### config.mk
export PLATFORM = sky130hd
export DESIGN_NAME = dram_row_decoder
export DESIGN_NICKNAME = d
export VERILOG_FILES = /design/src/rtl/rbd_pkg.sv /design/src/rtl/rbd_cfg_regs.sv /design/src/rtl/rbd_row_match.sv /design/src/rtl/rbd_hole_check.sv /design/src/rtl/dram_row_decoder.sv
export SDC_FILE = /design/constraint.sdc
export NUM_CORES = 1
export LEC_CHECK = 0
export CAP_MARGIN = 25
export CORE_MARGIN = 2
export CORE_UTILIZATION = 45
export DETAILED_ROUTE_END_ITERATION = 10
export PLACE_DENSITY = 0.63
export SLEW_MARGIN = 20
export SYNTH_ARGS = -nofsm -noshare
export SYNTH_HDL_FRONTEND = slang
export SYNTH_SLANG_ARGS = --single-unit
### constraint.sdc
create_clock -name clk -period 2.55 [get_ports clk]
set_clock_uncertainty 0.05 [all_clocks]
set_input_delay 0.3825 -clock clk [delete_from_list [all_inputs] [get_ports clk]]
set_output_delay 0.3825 -clock clk [all_outputs]
set_load 0.02 [all_outputs]
### src/rtl/rbd_pkg.sv
package rbd_pkg;

   // hole-control field encoding (control byte bits [7:6])
   typedef enum logic [1:0] {
      HOLE_NONE = 2'b00,
      HOLE_LOW  = 2'b01,
      HOLE_HIGH = 2'b10,
      HOLE_RSVD = 2'b11
   } hole_sel_e;

   localparam int HOLE_FIELD_MSB = 7;
   localparam int HOLE_FIELD_LSB = 6;

   // fixed window limits, base inclusive, limit exclusive
   localparam logic [31:0] LOW_HOLE_BASE   = 32'h0008_0000;
   localparam logic [31:0] LOW_HOLE_LIMIT  = 32'h000A_0000;
   localparam logic [31:0] HIGH_HOLE_BASE  = 32'h00F0_0000;
   localparam logic [31:0] HIGH_HOLE_LIMIT = 32'h0100_0000;

endpackage

### src/rtl/rbd_cfg_regs.sv
module rbd_cfg_regs #(
   parameter int ROWS  = 8,
   parameter int BND_W = 8,
   parameter int SEL_W = 4
) (
   input  logic                       clk,
   input  logic                       rst_n,
   input  logic                       we,
   input  logic [SEL_W-1:0]           sel,
   input  logic [BND_W-1:0]           wdata,
   output logic [ROWS-1:0][BND_W-1:0] bnd_o,
   output rbd_pkg::hole_sel_e         hole_o
);
   import rbd_pkg::*;

   localparam logic [SEL_W-1:0] HOLE_SLOT = SEL_W'(ROWS);

   for (genvar g = 0; g < ROWS; g++) begin : g_bnd
      localparam logic [SEL_W-1:0] SLOT = SEL_W'(g);

      always_ff @(posedge clk or negedge rst_n) begin
         if (!rst_n)
            bnd_o[g] <= '0;
         else if (we && sel == SLOT)
            bnd_o[g] <= wdata;
      end

      assert_bnd_write_R2: assert property (@(posedge clk) disable iff (!rst_n)
         ($past(rst_n) && $past(we) && $past(sel) == SLOT) |-> bnd_o[g] == $past(wdata))
         else $error("boundary %0d not loaded", g);
   end

   always_ff @(posedge clk or negedge rst_n) begin
      if (!rst_n)
         hole_o <= HOLE_NONE;
      else if (we && sel == HOLE_SLOT)
         hole_o <= hole_sel_e'(wdata[HOLE_FIELD_MSB:HOLE_FIELD_LSB]);
   end

   assert_ignore_sel_R2: assert property (@(posedge clk) disable iff (!rst_n)
      ($past(rst_n) && $past(we) && $past(sel) > HOLE_SLOT) |-> ($stable(bnd_o) && $stable(hole_o)))
      else $error("out-of-range select changed state");

endmodule

### src/rtl/rbd_row_match.sv
module rbd_row_match #(
   parameter int ROWS  = 8,
   parameter int BND_W = 8,
   parameter int UW    = 9,
   parameter int IDX_W = 3
) (
   input  logic [ROWS-1:0][BND_W-1:0] bnd,
   input  logic [UW-1:0]              units,
   output logic [ROWS-1:0]            sel,
   output logic [IDX_W-1:0]           idx,
   output logic                       any
);
   localparam int CW = (UW > BND_W) ? UW : BND_W;

   logic [ROWS-1:0] below;

   // one comparator per row: address lies under this row's running total
   for (genvar g = 0; g < ROWS; g++) begin : g_cmp
      assign below[g] = CW'(units) < CW'(bnd[g]);
   end

   // lowest matching row wins, which also skips empty rows
   always_comb begin
      sel = '0;
      idx = '0;
      for (int i = ROWS - 1; i >= 0; i--) begin
         if (below[i]) begin
            sel = '0;
            sel[i] = 1'b1;
            idx = IDX_W'(i);
         end
      end
   end

   assign any = |below;

endmodule

### src/rtl/rbd_hole_check.sv
module rbd_hole_check #(
   parameter int ADDR_W = 32
) (
   input  rbd_pkg::hole_sel_e  mode,
   input  logic [ADDR_W-1:0]   addr,
   output logic                in_hole
);
   import rbd_pkg::*;

   localparam logic [ADDR_W-1:0] LO_B = ADDR_W'(LOW_HOLE_BASE);
   localparam logic [ADDR_W-1:0] LO_L = ADDR_W'(LOW_HOLE_LIMIT);
   localparam logic [ADDR_W-1:0] HI_B = ADDR_W'(HIGH_HOLE_BASE);
   localparam logic [ADDR_W-1:0] HI_L = ADDR_W'(HIGH_HOLE_LIMIT);

   logic in_low, in_high;

   assign in_low  = (addr >= LO_B) && (addr < LO_L);
   assign in_high = (addr >= HI_B) && (addr < HI_L);

   always_comb begin
      unique case (mode)
         HOLE_LOW:  in_hole = in_low;
         HOLE_HIGH: in_hole = in_high;
         default:   in_hole = 1'b0;   // none, and the reserved code
      endcase
   end

endmodule

### src/rtl/dram_row_decoder.sv
module dram_row_decoder #(
   parameter int ADDR_W    = 32,
   parameter int ROWS      = 8,
   parameter int BND_W     = 8,
   parameter int UNIT_LOG2 = 23,
   parameter bit OUT_REG   = 1'b1
) (
   input  logic                        clk,
   input  logic                        rst_n,
   input  logic                        cfg_we,
   input  logic [$clog2(ROWS+1)-1:0]   cfg_sel,
   input  logic [BND_W-1:0]            cfg_wdata,
   input  logic [ADDR_W-1:0]           addr,
   output logic [ROWS-1:0]             row_select,
   output logic [$clog2(ROWS)-1:0]     row_index,
   output logic                        hit,
   output logic                        in_hole
);
   import rbd_pkg::*;

   localparam int SEL_W = $clog2(ROWS + 1);
   localparam int IDX_W = $clog2(ROWS);
   localparam int UW    = ADDR_W - UNIT_LOG2;

   // elaboration-time parameter checks
   if (ROWS < 2 || (ROWS & (ROWS - 1)) != 0) begin : g_chk_rows
      $error("ROWS must be a power of two, at least 2");
   end
   if (BND_W < 8) begin : g_chk_bnd
      $error("BND_W must hold the 8-bit control byte");
   end
   if (ADDR_W < 25) begin : g_chk_addr
      $error("ADDR_W must cover the 16 MB hole limit");
   end
   if (UNIT_LOG2 < 1 || UNIT_LOG2 >= ADDR_W) begin : g_chk_unit
      $error("UNIT_LOG2 must lie inside the address");
   end

   logic [ROWS-1:0][BND_W-1:0] bnd;
   hole_sel_e                  hole_mode;

   rbd_cfg_regs #(.ROWS(ROWS), .BND_W(BND_W), .SEL_W(SEL_W)) u_regs (
      .clk    (clk),
      .rst_n  (rst_n),
      .we     (cfg_we),
      .sel    (cfg_sel),
      .wdata  (cfg_wdata),
      .bnd_o  (bnd),
      .hole_o (hole_mode)
   );

   logic [ROWS-1:0]  m_sel;
   logic [IDX_W-1:0] m_idx;
   logic             m_any;

   rbd_row_match #(.ROWS(ROWS), .BND_W(BND_W), .UW(UW), .IDX_W(IDX_W)) u_match (
      .bnd   (bnd),
      .units (addr[ADDR_W-1:UNIT_LOG2]),
      .sel   (m_sel),
      .idx   (m_idx),
      .any   (m_any)
   );

   logic h_in;

   rbd_hole_check #(.ADDR_W(ADDR_W)) u_hole (
      .mode    (hole_mode),
      .addr    (addr),
      .in_hole (h_in)
   );

   // hole gating of the match result
   logic             d_hit;
   logic [ROWS-1:0]  d_sel;
   logic [IDX_W-1:0] d_idx;

   assign d_hit = m_any & ~h_in;
   assign d_sel = d_hit ? m_sel : '0;
   assign d_idx = d_hit ? m_idx : '0;

   if (OUT_REG) begin : g_out_reg
      always_ff @(posedge clk or negedge rst_n) begin
         if (!rst_n) begin
            row_select <= '0;
            row_index  <= '0;
            hit        <= 1'b0;
            in_hole    <= 1'b0;
         end else begin
            row_select <= d_sel;
            row_index  <= d_idx;
            hit        <= d_hit;
            in_hole    <= h_in;
         end
      end
   end else begin : g_out_comb
      assign row_select = d_sel;
      assign row_index  = d_idx;
      assign hit        = d_hit;
      assign in_hole    = h_in;
   end

   // ---------------- assertions ----------------
   assert_unprogrammed_R1: assert property (@(posedge clk) disable iff (!rst_n)
      (bnd == '0) |-> !m_any)
      else $error("match with all boundaries zero");

   for (genvar g = 0; g < ROWS; g++) begin : g_empty_chk
      if (g == 0) begin : g_first
         assert_empty_row_R4: assert property (@(posedge clk) disable iff (!rst_n)
            m_sel[0] |-> bnd[0] != '0)
            else $error("empty row 0 selected");
      end else begin : g_rest
         assert_empty_row_R4: assert property (@(posedge clk) disable iff (!rst_n)
            m_sel[g] |-> bnd[g] != bnd[g-1])
            else $error("empty row %0d selected", g);
      end
   end

   assert_nohit_zero_R5: assert property (@(posedge clk) disable iff (!rst_n)
      !hit |-> (row_select == '0 && row_index == '0))
      else $error("select or index set without hit");

   assert_hole_blocks_R6: assert property (@(posedge clk) disable iff (!rst_n)
      in_hole |-> !hit)
      else $error("hit inside hole");

   assert_index_match_R9: assert property (@(posedge clk) disable iff (!rst_n)
      hit |-> row_select[row_index])
      else $error("row_index disagrees with row_select");

   assert_onehot_R10: assert property (@(posedge clk) disable iff (!rst_n)
      hit |-> $onehot(row_select))
      else $error("row_select not one-hot on hit");

endmodule

==> metrics.csv <==
stage,metric,value,unit
sta,"Period Utilization, post-route",0.946,
sta,Final Setup Violations,0,
pwr,Net Sw Frac,0.300,
critical_path,CP Class,primary input to register,
layout,post-route core utilization,0.573,
sta,Highest Clock Rate,414,MHz
critical_path,kind of end point of the critical path,register,
die,Chip Height,105,um
layout,Post-Layout Cell Count,644,
layout,share of layout cells above drive strength 1,0.205,
detailed_routing,final WL,10100,um
detailed_routing,first drt pass iteration count,4,
logic_synthesis,synth cell count leaders,"dfrtp_1, inv_1, ha_1",
detailed_routing,DRC Markers,0,
cts,CTS tree,done,
die,die area,10900,um2
place,dpl ws,-0.290,ns
logic_synthesis,most common cell in the netlist,dfrtp_1,
global_routing,Overflow after GRT,0,
detailed_routing,Via density,5.20,
place,input/output buffers,42,
critical_path,Critical Path Fanout Max,5,
critical_path,WP data arrival,2.60,ns
detailed_routing,routed len/inst,15.6,um
pwr,peak supply drop,0.326,mV
die,Site Rows,36,
detailed_routing,Routed Antenna Nets,0,
logic_synthesis,syn_nets,528,
detailed_routing,routed vias,3347,
sta,minimum clock period,2.41,ns
logic_synthesis,Mapped Area,4560,um2
sta,Final Hold Fails,5,
critical_path,slowest cell on the critical path,clkdlybuf4s50_1,
logic_synthesis,Most used DFF post-synth,dfrtp_1,
global_routing,vias in the first global route,3435,
sta,worst setup margin,0.137,ns
run_status,failing checks,negative hold slack,
detailed_routing,initial DRC count,99,
place,Routability Congestion,0.792,
global_routing,pin count of the biggest net entering global routing,80,
logic_synthesis,share of the synthesized area in the top cell type,0.434,
die,Placeable Area,9820,um2
pwr,Pwr per Cell Area,705,nW/um2
worst_hold_path,HP Class,primary input to asynchronous set/reset pin,
cts,"CTS clk-pin slew, worst paths",0.08,ns
sta,hold slack final,-0.00736,ns
logic_synthesis,Synth area leaders,"dfrtp_1, ha_1, mux2_2",
layout,Area Overhead vs Synth,23.5,%
sta,max_slew headroom,0.669,
logic_synthesis,synthesized instance count,423,
die,boundary pin count,60,
cts,root buffer cell,clkbuf_8,
layout,Final nets,611,
critical_path,Critical Path RT,2.74,ns
logic_synthesis,sequential fraction of the synthesis area,0.434,
logic_synthesis,Post-synth EDFFs,0,
layout,Antenna diodes,0,
pwr,switching power,1.19,mW
logic_synthesis,largest area contributor in the netlist,dfrtp_1,
critical_path,CP cell instances,"clkdlybuf4s50_1, ha_1, a2111oi_4, o21bai_1, a2111oi_4, buf_4, nand2b_1, o311a_1",
logic_synthesis,yosys warns,0,
cts,number of H-tree levels,3,
critical_path,Worst Path Buf+Inv,2,
logic_synthesis,Post-synth ARST share,1.00,
pwr,Leak Pwr,2.65,nW
critical_path,"delay-heaviest family, CP",compound AO/OA/AOI/OAI gates,
critical_path,Worst setup SP type,primary input,
logic_synthesis,#FFs+latches synth,79,
global_routing,Total GRT Usage,0.198,
pwr,Reg power frac,0.413,
global_routing,first-pass GRT wire length,16800,um
sta,RSZ-0062 raised after global routing,no,
die,Starting Density,0.464,
critical_path,most frequent CP cell,a2111oi_4,
run_status,outcome,finished with violations,
cts,clock latency on the worst-skew pair,0.35,ns
cts,# clock sinks,79,
critical_path,R2R Setup Slk,0.35,ns
place,DP Cell Count,628,
place,post-DP HPWL,7610,um
pwr,Int Power,2.78,mW
logic_synthesis,Avg Synthesized Cell Area,10.8,um2
sta,Final Max Slew Viols,0,
global_routing,initial antenna violation count,0,
die,Die Width,105,um
pwr,clock network fraction of total power,0.264,
pwr,combinational power share,0.322,
cts,CTS Buffer Depth,2,
logic_synthesis,Cell variety after synth,45,
cts,Inserted Clock Buffers,9,
job,max-cap viol count,0,
critical_path,"Largest stage delay, worst path",0.51,ns
sta,actual slew at the worst max-slew pin,0.495,ns
==> worst register-to-register path: stages (launching register included) <==
cell       delay (ns)
dfrtp_1          0.35
inv_1            0.05
ha_1             0.30
a2111oi_4        0.28
o21bai_1         0.19
a2111oi_4        0.48
buf_4            0.21
nand2b_1         0.06
o311a_1          0.12
==> worst paths after layout <==
check                                 startpoint                to  depth (start not counted)
min in group clk                 u_regs.bnd_o[6]   u_regs.bnd_o[6]                          1
worst max register to register  u_regs.bnd_o[17]      row_index[0]                          8
worst max-delay path                    addr[24]      row_index[0]                          8
worst min-delay path                       rst_n   u_regs.bnd_o[9]                          2
worst min register to register   u_regs.bnd_o[6]   u_regs.bnd_o[6]                          1
max in group asynchronous                  rst_n  u_regs.bnd_o[35]                          2
==> routing by layer <==
metal	wire length (um)	GRT usage
met4	191	0.0676
met2	4890	0.341
met1	4710	0.256
met3	268	0.0262
met5	0	0
==> cell usage in the layout, fill, tap and decap left out, types with 3 or more instances in the layout <==
cell | Yosys | layout
nand3_1 | 9 | 9
a21o_1 | 4 | 4
nand3b_1 | 3 | 3
clkdlybuf4s50_1 | 0 | 41
a211oi_1 | 6 | 6
nor2_1 | 12 | 12
o21ai_0 | 33 | 32
and3_1 | 5 | 5
a21oi_1 | 10 | 10
ha_1 | 58 | 58
nor3b_1 | 6 | 6
nor2b_1 | 6 | 6
inv_1 | 59 | 59
o21a_1 | 5 | 5
a2111oi_4 | 5 | 5
mux2_2 | 38 | 38
clkbuf_8 | 0 | 11
o211ai_1 | 5 | 5
nand2_1 | 32 | 32
nand2b_1 | 9 | 9
buf_4 | 0 | 39
dfrtp_1 | 79 | 79
==> through the flow <==
stage | TNS [ns] | cell area [um2] | total power [mW]
after global placement | -2.18 | 5400 | 2.89
after detailed placement | -2.47 | 5400 | 2.95
after global routing | 0 | 5620 | 4.25
after CTS | 0 | 5620 | 4.01
after floorplan | 0 | 4560 | 2.48
final | 0 | 5620 | 3.97
==> logic make-up after synthesis <==
group                      synth area share
AOI/OAI and AO/OA                     0.137
and+or+nand+nor                       0.117
DFF                                   0.434
adders and majority gates             0.159
muxes                                0.0939
buffers and inverters                0.0585
==> flip-flops by register name, indices dropped and copies added, names as in the netlist <==
register,cells
in_hole,1
u_regs.bnd_o,64
row_select,8
hit,1
row_index,3
u_regs.hole_o,2
==> cell type report <==
type | count | area, um2
inverter | 59 | 221
clock inverter | 3 | 65.1
clock buffer | 13 | 159
sequential | 79 | 1980
multi-input combinational | 276 | 2310
tap | 133 | 166
fill | 910 | 4200
timing repair buffer | 81 | 723
==> power groups by stage <==
stage / registers [mW] / clock network, mW / logic (mW)
2_1_floorplan: 1.69 / 0 / 0.792
3_5_place_dp: 1.67 / 0 / 1.28
6_report: 1.64 / 1.05 / 1.28
4_1_cts: 1.64 / 1.08 / 1.29
3_3_place_gp: 1.65 / 0 / 1.23
5_1_grt: 1.68 / 1.12 / 1.46
==> repair_timing <==
item	4_1_cts	5_1_grt
hold buffers	0	0
setup buffers	0	0
gates resized for setup	0	1
setup endpoints to repair	0	6
Note: power is estimated with default switching activity, not from simulation.
